### src/rtl/regstack_pkg.sv
package regstack_pkg;

    localparam int IDX_W      = 4;   // register code width
    localparam int NSLOT      = 11;  // walk slots: 4 singles + 7 group members
    localparam int NSINGLE    = 4;   // slots selected one bit each
    localparam int GROUP_BIT  = 3;   // mask bit choosing the group
    localparam int SINGLE_TOP = 7;   // mask bit of slot 0

    typedef enum logic [1:0] {
        ST_IDLE = 2'd0,
        ST_XFER = 2'd1,
        ST_DONE = 2'd2
    } seq_state_t;

    typedef enum logic {
        DIR_SAVE    = 1'b0,
        DIR_RESTORE = 1'b1
    } dir_t;

    // register code held by each walk slot (save order)
    function automatic logic [IDX_W-1:0] slot_reg(input int unsigned slot);
        logic [IDX_W-1:0] code;
        unique case (slot)
            0:       code = 4'd2;
            1:       code = 4'd3;
            2:       code = 4'd6;
            3:       code = 4'd7;
            4:       code = 4'd0;
            5:       code = 4'd1;
            6:       code = 4'd4;
            7:       code = 4'd5;
            8:       code = 4'd8;
            9:       code = 4'd9;
            default: code = 4'd10;
        endcase
        return code;
    endfunction

endpackage

### src/rtl/regstack_expand.sv
module regstack_expand
    import regstack_pkg::*;
(
    input  logic [7:0]       mask_i,
    output logic [NSLOT-1:0] slots_o
);
    // slots 0..NSINGLE-1 take one mask bit each, from the top bit down;
    // the remaining slots all follow the group bit
    for (genvar g = 0; g < NSLOT; g++) begin : g_slot
        if (g < NSINGLE) begin : g_single
            assign slots_o[g] = mask_i[SINGLE_TOP - g];
        end else begin : g_group
            assign slots_o[g] = mask_i[GROUP_BIT];
        end
    end
endmodule

### src/rtl/regstack_pick.sv
module regstack_pick #(
    parameter int N  = 11,
    parameter int IW = $clog2(N)
) (
    input  logic          from_top_i,
    input  logic [N-1:0]  vec_i,
    output logic [N-1:0]  grant_o,
    output logic [IW-1:0] pos_o,
    output logic          any_o,
    output logic          multi_o
);
    logic found;

    always_comb begin
        grant_o = '0;
        pos_o   = '0;
        found   = 1'b0;
        if (!from_top_i) begin
            for (int i = 0; i < N; i++) begin
                if (vec_i[i] && !found) begin
                    grant_o[i] = 1'b1;
                    pos_o      = IW'(i);
                    found      = 1'b1;
                end
            end
        end else begin
            for (int i = N - 1; i >= 0; i--) begin
                if (vec_i[i] && !found) begin
                    grant_o[i] = 1'b1;
                    pos_o      = IW'(i);
                    found      = 1'b1;
                end
            end
        end
    end

    assign any_o   = |vec_i;
    assign multi_o = |(vec_i & (vec_i - N'(1)));

    always_comb begin
        AST_GRANT_ONEHOT: assert ($onehot0(grant_o));
        AST_GRANT_IN_SET: assert ((grant_o & ~vec_i) == '0);
    end
endmodule

### src/rtl/regstack_ptr.sv
module regstack_ptr #(
    parameter int ADDR_W     = 32,
    parameter int FRAME_W    = 8,
    parameter int WORD_BYTES = 4
) (
    input  logic               clk,
    input  logic               rst_n,
    input  logic               load_i,
    input  logic               use_frame_i,
    input  logic [ADDR_W-1:0]  base_i,
    input  logic [FRAME_W-1:0] frame_i,
    input  logic               step_i,
    input  logic               up_i,
    output logic [ADDR_W-1:0]  ptr_o,
    output logic [ADDR_W-1:0]  ptr_dn_o
);
    localparam logic [ADDR_W-1:0] STEP = ADDR_W'(WORD_BYTES);

    logic [ADDR_W-1:0] ptr_q;
    logic [ADDR_W-1:0] start_val;

    assign start_val = use_frame_i ? base_i + ADDR_W'(frame_i) : base_i;

    always_ff @(posedge clk or negedge rst_n) begin
        if (!rst_n) begin
            ptr_q <= '0;
        end else if (load_i) begin
            ptr_q <= start_val;
        end else if (step_i) begin
            ptr_q <= up_i ? ptr_q + STEP : ptr_q - STEP;
        end
    end

    assign ptr_o    = ptr_q;
    assign ptr_dn_o = ptr_q - STEP;
endmodule

### src/rtl/regstack_seq.sv
module regstack_seq
    import regstack_pkg::*;
#(
    parameter int ADDR_W     = 32,
    parameter int DATA_W     = 32,
    parameter int FRAME_W    = 8,
    parameter int WORD_BYTES = 4
) (
    input  logic               clk,
    input  logic               rst_n,
    input  logic               start_i,
    input  logic               restore_i,
    input  logic               adj_en_i,
    input  logic [7:0]         mask_i,
    input  logic [FRAME_W-1:0] frame_i,
    input  logic [ADDR_W-1:0]  base_i,
    output logic               busy_o,
    output logic               done_o,
    output logic [ADDR_W-1:0]  sp_o,
    output logic [IDX_W-1:0]   rf_rd_idx_o,
    input  logic [DATA_W-1:0]  rf_rd_data_i,
    output logic               rf_we_o,
    output logic [IDX_W-1:0]   rf_wr_idx_o,
    output logic [DATA_W-1:0]  rf_wr_data_o,
    output logic               mem_req_o,
    output logic               mem_we_o,
    output logic [ADDR_W-1:0]  mem_addr_o,
    output logic [DATA_W-1:0]  mem_wdata_o,
    input  logic [DATA_W-1:0]  mem_rdata_i,
    input  logic               mem_ready_i
);
    localparam int POS_W = $clog2(NSLOT);

    seq_state_t         state_q, state_d;
    dir_t               dir_q;
    logic [NSLOT-1:0]   pend_q;
    logic [NSLOT-1:0]   slots;
    logic [NSLOT-1:0]   grant;
    logic [POS_W-1:0]   pos;
    logic               pend_any;
    logic               pend_multi;
    logic               accept;
    logic               fire;
    logic [ADDR_W-1:0]  ptr;
    logic [ADDR_W-1:0]  ptr_dn;
    logic [IDX_W-1:0]   cur_reg;

    regstack_expand u_expand (
        .mask_i  (mask_i),
        .slots_o (slots)
    );

    regstack_pick #(.N(NSLOT), .IW(POS_W)) u_pick (
        .from_top_i (dir_q == DIR_RESTORE),
        .vec_i      (pend_q),
        .grant_o    (grant),
        .pos_o      (pos),
        .any_o      (pend_any),
        .multi_o    (pend_multi)
    );

    regstack_ptr #(
        .ADDR_W     (ADDR_W),
        .FRAME_W    (FRAME_W),
        .WORD_BYTES (WORD_BYTES)
    ) u_ptr (
        .clk         (clk),
        .rst_n       (rst_n),
        .load_i      (accept),
        .use_frame_i (restore_i & adj_en_i),
        .base_i      (base_i),
        .frame_i     (frame_i),
        .step_i      (fire),
        .up_i        (dir_q == DIR_RESTORE),
        .ptr_o       (ptr),
        .ptr_dn_o    (ptr_dn)
    );

    assign accept  = (state_q == ST_IDLE) && start_i;
    assign fire    = (state_q == ST_XFER) && mem_ready_i;
    assign cur_reg = slot_reg(32'(pos));

    // state register
    always_ff @(posedge clk or negedge rst_n) begin
        if (!rst_n) begin
            state_q <= ST_IDLE;
        end else begin
            state_q <= state_d;
        end
    end

    // pending set and direction
    always_ff @(posedge clk or negedge rst_n) begin
        if (!rst_n) begin
            pend_q <= '0;
            dir_q  <= DIR_SAVE;
        end else if (accept) begin
            pend_q <= slots;
            dir_q  <= restore_i ? DIR_RESTORE : DIR_SAVE;
        end else if (fire) begin
            pend_q <= pend_q & ~grant;
        end
    end

    // next state
    always_comb begin
        state_d = state_q;
        unique case (state_q)
            ST_IDLE: begin
                if (start_i) begin
                    state_d = (|slots) ? ST_XFER : ST_DONE;
                end
            end
            ST_XFER: begin
                if (mem_ready_i && !pend_multi) begin
                    state_d = ST_DONE;
                end
            end
            ST_DONE: begin
                state_d = ST_IDLE;
            end
            default: begin
                state_d = ST_IDLE;
            end
        endcase
    end

    // outputs
    always_comb begin
        busy_o       = 1'b1;
        done_o       = 1'b0;
        mem_req_o    = 1'b0;
        mem_we_o     = 1'b0;
        mem_addr_o   = ptr;
        mem_wdata_o  = rf_rd_data_i;
        rf_rd_idx_o  = cur_reg;
        rf_we_o      = 1'b0;
        rf_wr_idx_o  = cur_reg;
        rf_wr_data_o = mem_rdata_i;
        unique case (state_q)
            ST_IDLE: begin
                busy_o = 1'b0;
            end
            ST_XFER: begin
                mem_req_o = pend_any;
                if (dir_q == DIR_SAVE) begin
                    mem_we_o   = 1'b1;
                    mem_addr_o = ptr_dn;
                end else begin
                    mem_addr_o = ptr;
                    rf_we_o    = mem_ready_i;
                end
            end
            ST_DONE: begin
                done_o = 1'b1;
            end
            default: begin
                busy_o = 1'b1;
            end
        endcase
    end

    assign sp_o = ptr;

    AST_RESET_IDLE: assert property (@(posedge clk) disable iff (!rst_n)
        !busy_o |-> (!mem_req_o && !done_o && !rf_we_o));

    AST_REQ_HOLD: assert property (@(posedge clk) disable iff (!rst_n)
        (mem_req_o && !mem_ready_i) |=> (mem_req_o && $stable(mem_addr_o)
            && $stable(mem_we_o) && $stable(rf_rd_idx_o)));

    AST_SAVE_STEP: assert property (@(posedge clk) disable iff (!rst_n)
        (mem_req_o && mem_ready_i && mem_we_o && pend_multi)
            |=> (mem_req_o && mem_addr_o == $past(mem_addr_o) - ADDR_W'(WORD_BYTES)));

    AST_RESTORE_STEP: assert property (@(posedge clk) disable iff (!rst_n)
        (mem_req_o && mem_ready_i && !mem_we_o && pend_multi)
            |=> (mem_req_o && mem_addr_o == $past(mem_addr_o) + ADDR_W'(WORD_BYTES)));

    AST_FRAME_START: assert property (@(posedge clk) disable iff (!rst_n)
        (start_i && !busy_o && restore_i && adj_en_i)
            |=> (sp_o == $past(base_i) + ADDR_W'($past(frame_i))));

    AST_DONE_PULSE: assert property (@(posedge clk) disable iff (!rst_n)
        done_o |=> !done_o);

    AST_EMPTY_DONE: assert property (@(posedge clk) disable iff (!rst_n)
        (start_i && !busy_o && mask_i[7:3] == 5'd0) |=> (done_o && !mem_req_o));

    AST_START_IGNORED: assert property (@(posedge clk) disable iff (!rst_n)
        (start_i && mem_req_o && !mem_ready_i) |=> (mem_req_o && $stable(mem_addr_o)));

    AST_RF_WRITE_GATED: assert property (@(posedge clk) disable iff (!rst_n)
        rf_we_o |-> (mem_req_o && mem_ready_i && !mem_we_o));

endmodule

### config.mk
export PLATFORM = sky130hd
export DESIGN_NAME = regstack_seq
export DESIGN_NICKNAME = d
export VERILOG_FILES = /design/src/rtl/regstack_pkg.sv /design/src/rtl/regstack_expand.sv /design/src/rtl/regstack_pick.sv /design/src/rtl/regstack_ptr.sv /design/src/rtl/regstack_seq.sv
export SDC_FILE = /design/constraint.sdc
export NUM_CORES = 1
export LEC_CHECK = 0
export CAP_MARGIN = 30
export CORE_MARGIN = 3
export CORE_UTILIZATION = 30
export CTS_BUF_LIST = sky130_fd_sc_hd__clkbuf_4
export DETAILED_ROUTE_END_ITERATION = 6
export DONT_BUFFER_PORTS = 1
export PLACE_DENSITY = 0.53
export SYNTH_ARGS = -nofsm -noshare
export SYNTH_HDL_FRONTEND = slang
export SYNTH_SLANG_ARGS = --single-unit
### constraint.sdc
create_clock -name clk -period 3.45 [get_ports clk]
set_input_delay 0.5175 -clock clk [delete_from_list [all_inputs] [get_ports clk]]
set_output_delay 0.5175 -clock clk [all_outputs]
set_load 0.02 [all_outputs]
==> metrics <==
status finished clean; synthesized net count 883; worst-margin pin slew 0.720 ns; critical path class reg -> out; Final GP Congestion 0.881; Nets 833; setup TNS 0 ns; Reg clk slew, reported paths 0.14 ns; TritonCTS buffer count 5; DR WL/cell 19.7 µm; Iteration-0 DRC Markers 613; # placed instances 922; worst rel slew slack 51.5%; DRT Wirelength 18300 µm; global-route wire length before repair 28300 µm; overall die width 142 µm; routed vias 5227; hold-critical path depth 2; max-capacitance violation count 0; Final Core Density 31.5%; non-filler cells in the finished layout 933; Die Span Y 142 µm; top_reg_cell synth dfrtp_1; Critical Path Start Type flop; Max FO, Critical Path 5; hold_sp mask_i[6]; fin. max-slew vios 0; H-Tree Depth 2; GR Util All Layers 17.5%; synth unique cells 71; via density per instance 5.60; HP Class in -> reg; # setup viols final 0; Worst-Skew Late Latency 0.39 ns; Tcrit/Tclk final 93.7%; Worst EP required 2.93 ns; crit path DAT 2.72 ns; worst r2r src u_ptr.ptr_o[4]; synthesized area per cell 7.37 µm²; layout cells sized above 1 14.9%; synthesized instance count 752; clk sinks 46; clk buf depth 2; DRC 0; Final min period 3.23 ns; Worst Reg2Reg Path Length in Cells 8; Final Skew 0.0175 ns; grt total ovfl 0; Core ar. 18000 µm²; RSZ-0062 raised after global routing false; Crit Reg-Reg Endpoint u_ptr.ptr_o[28]; Hold EP pend_q[1]; GR Util met2 26.9%; final-report hold violation count 0; final total power 0.00524 W; async set-reset flop share out of synthesis 100%; Area Overhead vs Synth 2.58%; Hold Slack 0.245 ns; met3 Usage GRT 5.33%; initial antenna violation count 1; port bufs 0; post-route ant nets 0; P_leak 2.16 nW; Initial Util 30.7%; Synthesis Warnings 0; post-synthesis sequential area ratio 20.8%; drt pass-1 iters 7; VDD IR max 0.000316 V; Worst Setup End Kind output pin; flop2flop setup slack 0.94 ns; total die area 20100 µm²; DP Wirelength 13900 µm; vias in the first global route 4892; Clock Tree Root clkbuf_4; largest net degree at the start of global routing 47; Mapped Area 5540 µm²; met1 Track Usage GR 23.5%; PD cells 922 nW/µm²; Layout fillers 1999; busiest layer in global routing met2; Yosys reg bits 46; Post-synth EDFFs 0; Max Freq 0.309 GHz; # rows 49; Ports 259; CTS tree yes
-- final cells by class --
class | instances | area [µm²] | area share (%)
Clock buffer | 6 | 45.0 | 0.793
Sequential cell | 46 | 1150 | 20.3
Tap cell | 229 | 287 | 5.04
Antenna cell | 1 | 2.50 | 0.0440
Multi-Input combinational cell | 560 | 3570 | 62.9
Inverter | 20 | 75.1 | 1.32
Clock inverter | 2 | 8.76 | 0.154
Timing Repair Buffer | 69 | 541 | 9.51
-- worst max-delay path, stage by stage, from the launching register on --
cell	delay (ns)
dfrtp_1	0.40
inv_1	0.12
ha_2	0.23
nor3b_4	0.23
nand3_2	0.16
or2_4	0.32
or3_4	0.43
nor3_2	0.14
xor2_1	0.16
buf_4	0.16
-- per-stage QoR --
stage          setup WS, ns  instance area (µm²)
2_1_floorplan         0.229                 5540
3_3_place_gp          0.431                 5550
3_5_place_dp          0.424                 5550
4_1_cts              0.0409                 5650
5_1_grt             0.00990                 5680
6_report              0.216                 5680
-- registers in the layout (all words and copies together) (netlist names) --
signal	cells
u_ptr.ptr_o	32
pend_q	11
state_q	2
dir_q	1
-- synthesized netlist by cell type, drive strengths merged (12+ instances only) --
library cell  count  area share, %
ha               12            2.7
xor2             27            4.3
xnor2            42            6.6
nand2            74            5.0
nor4             20            3.2
o21ai            50            4.5
inv              19            1.3
buf              87             11
clkbuf           39            2.6
nor3             50            5.1
a21oi            40            3.7
nand3            24            2.4
nand4            15            1.9
nor2             65            4.4
dfrtp            46             21
-- what timing repair did --
item	4_1_cts	5_1_grt
endpoints found under the hold margin	46	0
setup endpoints to repair	1	4
hold buffers	2	0
setup buffers	0	0
pin swaps	0	1
gates resized for setup	1	6
-- layer usage --
metal / vias to the layer above / wire, µm
li1: 2504 / -
met1: 2460 / 7890
met2: 214 / 8230
met3: 49 / 1720
met4: 0 / 502
met5: - / 0
-- report_power, final --
part           switching (W)  internal [W]
logic                0.00236       0.00130
clock network       0.000198     0.0000850
registers           0.000499      0.000792
-- logic make-up after synthesis --
family          count (synthesis)  synth area share (%)
simple gates                  301                  28.9
compound gates                164                  18.6
buf+inv                       146                  15.4
xor+xnor                       69                  10.9
flops                          46                  20.8
fa+ha+maj                      15                  3.46
mux                            11                  1.99
-- cells in the final DEF (no fill, tap or decap), drive strengths merged, types with 15 or more instances in the layout --
cell and instances:
nor3 50, xnor2 42, nor4 20, inv 19
nor2 65, nand2 74, nand4 15, dfrtp 46
a21oi 40, o21ai 50, nand3 24, xor2 27
buf 68
-- worst max path at each step --
stage | from | end | slack, ns
2_1_floorplan | u_ptr.ptr_o[2] | mem_addr_o[28] | 0.23
3_3_place_gp | u_ptr.ptr_o[2] | mem_addr_o[28] | 0.43
3_5_place_dp | u_ptr.ptr_o[2] | mem_addr_o[28] | 0.42
4_1_cts | u_ptr.ptr_o[2] | mem_addr_o[28] | 0.04
5_1_grt | u_ptr.ptr_o[2] | mem_addr_o[28] | 0.01
6_report | u_ptr.ptr_o[2] | mem_addr_o[28] | 0.22
No activity file was read; power rests on OpenSTA's default activity.
